===== src/rtl/frame_seq_pkg.sv =====
// Shared types for the frame sequencer controller.
package frame_seq_pkg;

    typedef enum logic {
        SEQ_FOUR = 1'b0,
        SEQ_FIVE = 1'b1
    } seq_mode_e;

    // Strobe request produced by the step decoder for one cycle
    typedef struct packed {
        logic qtr;
        logic half;
        logic irq_step;
    } step_evt_t;

    localparam int unsigned NSTEP = 5;

endpackage


===== src/rtl/fseq_ctl.sv =====
// Control state: holds mode and interrupt enable from the last write and
// tracks CPU-cycle parity. Assumes parity 0 (even) on the first edge out
// of reset.
module fseq_ctl
    import frame_seq_pkg::*;
(
    input  logic      clk,
    input  logic      rst_n,
    input  logic      wr,
    input  logic      mode_bit,
    input  logic      inhibit_bit,
    output seq_mode_e mode,
    output logic      irq_en,
    output logic      odd
);

    // Capture mode and interrupt enable on each control write
    always_ff @(posedge clk) begin
        if (!rst_n) begin
            mode   <= SEQ_FOUR;
            irq_en <= 1'b0;
        end else if (wr) begin
            mode   <= seq_mode_e'(mode_bit);
            irq_en <= ~inhibit_bit;
        end
    end

    // Toggle cycle parity every clock
    always_ff @(posedge clk) begin
        if (!rst_n) odd <= 1'b0;
        else        odd <= ~odd;
    end


    ctl_write_mode_chk: assert property (@(posedge clk) disable iff (!rst_n)
        wr |=> (mode == seq_mode_e'($past(mode_bit))) && (irq_en == !$past(inhibit_bit)));

endmodule


===== src/rtl/fseq_timer.sv =====
// Cycle counter with per-step match flags. It wraps after the last step of
// the active mode and restarts at 1 or 2 on a control write, by parity.
// Assumes the step points rise strictly.
module fseq_timer
    import frame_seq_pkg::*;
#(
    parameter int unsigned STEP_AT [NSTEP] = '{7457, 14913, 22371, 29829, 37281},
    localparam int unsigned CW = $clog2(STEP_AT[NSTEP-1] + 1)
) (
    input  logic             clk,
    input  logic             rst_n,
    input  logic             wr,
    input  logic             odd,
    input  seq_mode_e        mode,
    output logic [NSTEP-1:0] hit
);

    logic [CW-1:0] cnt;
    logic          wrap;

    // One match flag per step point
    for (genvar k = 0; k < NSTEP; k++) begin : g_hit
        assign hit[k] = (cnt == CW'(STEP_AT[k]));
    end

    // Last step of the active pattern ends the frame
    always_comb begin
        wrap = (mode == SEQ_FOUR) ? hit[3] : hit[4];
    end

    // Advance, wrap or realign the counter
    always_ff @(posedge clk) begin
        if (!rst_n)    cnt <= '0;
        else if (wr)   cnt <= odd ? CW'(2) : CW'(1);
        else if (wrap) cnt <= '0;
        else           cnt <= cnt + CW'(1);
    end


    cnt_bound_chk: assert property (@(posedge clk) disable iff (!rst_n)
        cnt <= CW'(STEP_AT[NSTEP-1]));


    realign_chk: assert property (@(posedge clk) disable iff (!rst_n)
        wr |=> (cnt == ($past(odd) ? CW'(2) : CW'(1))));

endmodule


===== src/rtl/fseq_decode.sv =====
// Maps step matches and mode to strobe requests. A write overrides the
// step decode: five-step writes request both strobes at once.
module fseq_decode
    import frame_seq_pkg::*;
(
    input  logic [NSTEP-1:0] hit,
    input  seq_mode_e        mode,
    input  logic             wr,
    input  logic             wr_mode_bit,
    output step_evt_t        evt
);

    // Select the strobe mix for the current step
    always_comb begin
        evt = '0;
        if (wr) begin
            evt.qtr  = wr_mode_bit;
            evt.half = wr_mode_bit;
        end else if (mode == SEQ_FOUR) begin
            evt.qtr      = |hit[3:0];
            evt.half     = hit[1] | hit[3];
            evt.irq_step = hit[3];
        end else begin
            evt.qtr  = |hit[3:0];
            evt.half = hit[0] | hit[2];
        end
    end

endmodule


===== src/rtl/fseq_irq.sv =====
// Frame interrupt pending flag. A write with inhibit clears it first,
// then a step-4 event (if enabled) sets it, then a status read clears it.
module fseq_irq
    import frame_seq_pkg::*;
(
    input  logic      clk,
    input  logic      rst_n,
    input  logic      set_req,
    input  logic      irq_en,
    input  seq_mode_e mode,
    input  logic      wr,
    input  logic      inhibit_bit,
    input  logic      rd_clr,
    output logic      pend
);

    // Update the pending flag by priority
    always_ff @(posedge clk) begin
        if (!rst_n)                  pend <= 1'b0;
        else if (wr && inhibit_bit)  pend <= 1'b0;
        else if (set_req && irq_en)  pend <= 1'b1;
        else if (rd_clr)             pend <= 1'b0;
    end


    irq_needs_en_chk: assert property (@(posedge clk) disable iff (!rst_n)
        $rose(pend) |-> $past(irq_en));


    irq_four_only_chk: assert property (@(posedge clk) disable iff (!rst_n)
        $rose(pend) |-> $past(mode) == SEQ_FOUR);


    inhibit_clear_chk: assert property (@(posedge clk) disable iff (!rst_n)
        (wr && inhibit_bit) |=> !pend);


    read_clear_chk: assert property (@(posedge clk) disable iff (!rst_n)
        (rd_clr && !set_req) |=> !pend);

endmodule


===== src/rtl/frame_seq_ctrl.sv =====
// Frame sequencer controller top: counts CPU cycles and issues registered
// quarter and half frame strobes and the frame interrupt flag. Assumes
// ctl_wr and stat_rd are single-cycle pulses in the CPU clock domain.
module frame_seq_ctrl
    import frame_seq_pkg::*;
#(
    parameter int unsigned STEP1 = 7457,
    parameter int unsigned STEP2 = 14913,
    parameter int unsigned STEP3 = 22371,
    parameter int unsigned STEP4 = 29829,
    parameter int unsigned STEP5 = 37281
) (
    input  logic clk,
    input  logic rst_n,
    input  logic ctl_wr,
    input  logic ctl_mode_bit,
    input  logic ctl_irq_inhibit_bit,
    input  logic stat_rd,
    output logic qtr_stb,
    output logic half_stb,
    output logic irq_pend
);

    localparam int unsigned STEPS [NSTEP] = '{STEP1, STEP2, STEP3, STEP4, STEP5};

    seq_mode_e        mode;
    logic             irq_en;
    logic             odd;
    logic [NSTEP-1:0] hit;
    step_evt_t        evt;

    fseq_ctl u_ctl (
        .clk         (clk),
        .rst_n       (rst_n),
        .wr          (ctl_wr),
        .mode_bit    (ctl_mode_bit),
        .inhibit_bit (ctl_irq_inhibit_bit),
        .mode        (mode),
        .irq_en      (irq_en),
        .odd         (odd)
    );

    fseq_timer #(.STEP_AT(STEPS)) u_timer (
        .clk   (clk),
        .rst_n (rst_n),
        .wr    (ctl_wr),
        .odd   (odd),
        .mode  (mode),
        .hit   (hit)
    );

    fseq_decode u_dec (
        .hit         (hit),
        .mode        (mode),
        .wr          (ctl_wr),
        .wr_mode_bit (ctl_mode_bit),
        .evt         (evt)
    );

    fseq_irq u_irq (
        .clk         (clk),
        .rst_n       (rst_n),
        .set_req     (evt.irq_step),
        .irq_en      (irq_en),
        .mode        (mode),
        .wr          (ctl_wr),
        .inhibit_bit (ctl_irq_inhibit_bit),
        .rd_clr      (stat_rd),
        .pend        (irq_pend)
    );

    // Register the strobes so each is one clean cycle wide
    always_ff @(posedge clk) begin
        if (!rst_n) begin
            qtr_stb  <= 1'b0;
            half_stb <= 1'b0;
        end else begin
            qtr_stb  <= evt.qtr;
            half_stb <= evt.half;
        end
    end


    half_with_qtr_chk: assert property (@(posedge clk) disable iff (!rst_n)
        half_stb |-> qtr_stb);


    five_write_fire_chk: assert property (@(posedge clk) disable iff (!rst_n)
        (ctl_wr && ctl_mode_bit) |=> (qtr_stb && half_stb));


    four_write_quiet_chk: assert property (@(posedge clk) disable iff (!rst_n)
        (ctl_wr && !ctl_mode_bit) |=> (!qtr_stb && !half_stb));

endmodule


===== config.mk =====
export PLATFORM = sky130hd
export DESIGN_NAME = frame_seq_ctrl
export DESIGN_NICKNAME = d
export VERILOG_FILES = /design/src/rtl/frame_seq_pkg.sv /design/src/rtl/fseq_ctl.sv /design/src/rtl/fseq_timer.sv /design/src/rtl/fseq_decode.sv /design/src/rtl/fseq_irq.sv /design/src/rtl/frame_seq_ctrl.sv
export SDC_FILE = /design/constraint.sdc
export NUM_CORES = 1
export LEC_CHECK = 0
export BUFFER_PORTS_ARGS = -buffer_cell sky130_fd_sc_hd__buf_4
export CORE_ASPECT_RATIO = 2
export CORE_MARGIN = 5
export CORE_UTILIZATION = 25
export DETAILED_ROUTE_END_ITERATION = 16
export PLACE_DENSITY = 0.4
export SLEW_MARGIN = 20
export SYNTH_ARGS = -nofsm -noshare
export SYNTH_HDL_FRONTEND = slang
export SYNTH_SLANG_ARGS = --single-unit

===== constraint.sdc =====
create_clock -name clk -period 5.5 [get_ports clk]
set_input_delay 1.1 -clock clk [delete_from_list [all_inputs] [get_ports clk]]
set_output_delay 1.1 -clock clk [all_outputs]
set_load 0.02 [all_outputs]

==> out/summary.md <==
The run gives 146 as the synthesized net count. The mux share of post-synthesis cell area was 0.829%; the total count of max-transition violations in the final report was 0. The overall die height works out to 108 µm. After synthesis, the largest family of logic cells by area is simple AND/OR/NAND/NOR gates. The kind of path behind the tightest hold check is reg -> reg. 0 antenna diodes ended up in the layout. The number of synthesis warnings was 0.

Port buffering added 8 buffers. The average via count per standard cell works out to 5.26. Synthesis produced a netlist whose cell count is 138. The number of failing hold endpoints at the final stage is 0. For this run, design rule violations remaining after detail routing come to 0.

The clock arrives with 0.00362 ns of skew. The number of cells in the finished layout apart from fillers is 196, and the hold-fix buffer count after cts is 0. The floorplan step defined a die boundary enclosing 6400 µm². Of the post-synthesis cell area, the dominant cell type holds 36.5%. Counting the buffers created by CTS gives 3.

The tools report the post-synthesis instance area as 1210 µm². The critical path is of the reg -> reg type. Cell taking the most area after synthesis: sky130_fd_sc_hd__dfxtp_1.

The clock reaches the later pin of the worst-skew pair after 0.27 ns. The number of placed instances, taps included, is 192. The shortest period the worst path allows is 2.28 ns. The count of buffers added by post-CTS timing repair for setup was 0.

In the final timing run, aggregate negative setup slack is 0 ns. The number of storage elements in the synthesis netlist was 22. Compared with the post-synthesis result, the final layout area differs by 10.2%. Global routing consumed, over all layers together, 10.5% of the routing resources.

The fmax is 438 MHz, and the placed wire-length estimate after detailed placement is 2400 µm. TritonCTS built the clock tree. Setup repair after global routing left no endpoint under its margin. The required time of the critical path is 5.64 ns, and the total leakage power is 0.379 nW. For this run the aggregate overflow at the end of global routing stands at 0.

After floorplanning, the core was divided into 35 placement rows. The total number of H-tree levels is 1, and the pin count of the biggest net entering global routing is 17. The routed design uses 105 µm of met3 wire. The count of pins on the block boundary came out at 9. Sorting the synthesized cells by area gives the leading types as sky130_fd_sc_hd__dfxtp_1 36%, sky130_fd_sc_hd__nor3_1 7.9%, sky130_fd_sc_hd__xnor2_1 7.3%, sky130_fd_sc_hd__nor4_1 3.6%, sky130_fd_sc_hd__nand3_1 3.3%. The largest fanout of any net on the critical path was 16; the total via count after detailed routing was 1030. The first-pass GRT wire length is 5010 µm.

The tools report the startpoint type of the worst setup path as a flop. The flow ran to the end, and the final reports show no timing, DRC or antenna violations. The tree is rooted in a sky130_fd_sc_hd__clkbuf_8. In this run, post-CTS repair resized a total of 0 instances. The top layer reached by signal wires is met4.

Across the run, the number of max-cap violations was 0. The final layout contains routed wiring with a total length of 3090 µm. Ratio of cells with drive above 1 in the final layout: 17.7%.

For this run, the leading register cell type out of synthesis is sky130_fd_sc_hd__dfxtp_1. CTS saw 22 sinks. Setup violations remaining at the end of the flow were counted as 0. The number of antenna violations at the first check in global routing came out at 0.

The count of fill cells added during filler insertion came out at 536. The proportion of synthesized chip area in sequential cells is 36.5%. For this configuration, the core starts out at a cell density of 26.0%. Sum of routed wire segments on met1: 1080 µm.

Across all hold checks on the routed design, the worst slack comes to 0.442 ns. The type of element capturing the critical path was a flop. In this run the power density over the cells is 229 nW/µm². The number of enable-type register cells in the synthesized netlist was 0. The share of flip-flops with an asynchronous set or reset after synthesis is 0%.

The run gives 66.0% as the headroom to the max-slew limit. The unique cell type count in the Yosys netlist was 42. The floorplan step defined a core boundary enclosing 4640 µm².

For the total length of routed met2 wires, the log shows 1650 µm. The synthesized netlist devotes 6.84% of its cell area to compound gates. The logs give 3.19 ns for the post-placement worst setup slack and 131 µV for the peak ir drop on the vdd network. The wire length per cell is 15.8 µm. The die span in x works out to 59.1 µm. Total power for the finished layout comes to 0.305 mW. The post-synthesis average cell area was 8.75 µm²; the number of nets at the end of the flow was 150. For the routability congestion estimate from global placement, the log shows 0.767. After clock tree synthesis, the clock-pin slew on the worst setup and hold paths is 0.08 ns. The logs give 2.43 ns for the arrival time of the worst setup path and 3.22 ns for the worst path setup slack after routing. The synthesized-area fraction occupied by xor and xnor cells came out at 8.70%. In the layout the commonest cells are 22 x sky130_fd_sc_hd__dfxtp_1, 19 x sky130_fd_sc_hd__nor3_1, 10 x sky130_fd_sc_hd__nand2_1, 10 x sky130_fd_sc_hd__xnor2_1.

The synthesized netlist devotes 2.07% of its cell area to adder and majority cells. The transition at the pin with the smallest max-transition slack was 0.505 ns; the maximum clock path buffer count was 2. The share of the clock period used by the worst path after layout was 41.5%; the residual antenna-violating net count after detailed routing was 0. The violation count after the first detailed-route iteration is 34, and the first-pass detailed-route iteration total is 4. Of the total synthesized cell area, the portion taken by AND, OR, NAND and NOR gates is 38.8%. For the number of global-route vias before repair, the log shows 1061. The library cell used most frequently in the layout, excluding fill and tap cells, is sky130_fd_sc_hd__dfxtp_1.
[stage by stage]
stage / area [µm²] / utilization [%]
2_1_floorplan: 1210 / -
3_3_place_gp: 1270 / 27.5
3_5_place_dp: 1270 / 27.5
4_1_cts: 1330 / 28.7
5_1_grt: 1330 / 28.7
6_report: 1330 / 28.7
[registers in the layout (all words and copies together), names as in the netlist]
signal,flops
u_ctl.mode,1
u_ctl.irq_en,1
half_stb,1
u_timer.cnt,16
u_ctl.odd,1
qtr_stb,1
u_irq.pend,1
[cell families after synthesis]
| group | count (synthesis) |
|---|---|
| flops | 22 |
| fa+ha+maj | 2 |
| mux | 1 |
| buf+inv | 13 |
| simple gates | 76 |
| xor+xnor | 12 |
| compound gates | 12 |
[final cells by class]
cell class / instances / area [µm²] / area share [%]
clock buffers: 4 / 55.1 / 4.14
repair buffers: 8 / 60.1 / 4.52
inverters: 4 / 15.0 / 1.13
flip-flops and latches: 22 / 440 / 33.1
well taps: 55 / 68.8 / 5.17
multi-input cells: 103 / 691 / 51.9
[final timing paths]
path	startpoint	to	slack, ns	cells past startpoint
hold reg to reg	u_ctl.odd	u_ctl.odd	0.44	1
setup / recovery	u_timer.cnt[0]	u_timer.cnt[1]	3.22	5
setup reg to reg	u_timer.cnt[0]	u_timer.cnt[1]	3.22	5
hold / removal	u_ctl.odd	u_ctl.odd	0.44	1
[report_power, final]
group	switching, mW	total (mW)	internal, mW	leakage (nW)
logic	0.0102	0.0194	0.00928	0.172
registers	0.00321	0.166	0.163	0.179
clock network	0.0554	0.119	0.0640	0.0288
total	0.0688	0.305	0.236	0.379
[critical path, stage by stage (launching register included)]
cell and delay (ns):
sky130_fd_sc_hd__dfxtp_1 0.41, sky130_fd_sc_hd__ha_1 0.20, sky130_fd_sc_hd__or4b_2 0.62, sky130_fd_sc_hd__nor4_1 0.32
sky130_fd_sc_hd__a22o_2 0.45, sky130_fd_sc_hd__o21ai_0 0.16
[metal layers]
layer,vias to the layer above,GRT usage [%]
met4,0,9.40
met3,20,1.55
li1,502,-
met1,474,9.66
met5,-,0
met2,34,18.9
[Yosys cell counts, drive strengths merged (2+ instances only)]
cell / instances
dfxtp: 22
nor3: 20
nand2: 10
nand3: 10
xnor2: 10
nor2: 7
nor4: 7
o21ai: 5
buf: 4
clkbuf: 4
inv: 4
or4bb: 3
a211oi: 2
ha: 2
nand2b: 2
nand3b: 2
nand4: 2
nand4b: 2
nor2b: 2
o211ai: 2
or3: 2
or4b: 2
xor2: 2
Power figures use the tool's default switching activity.
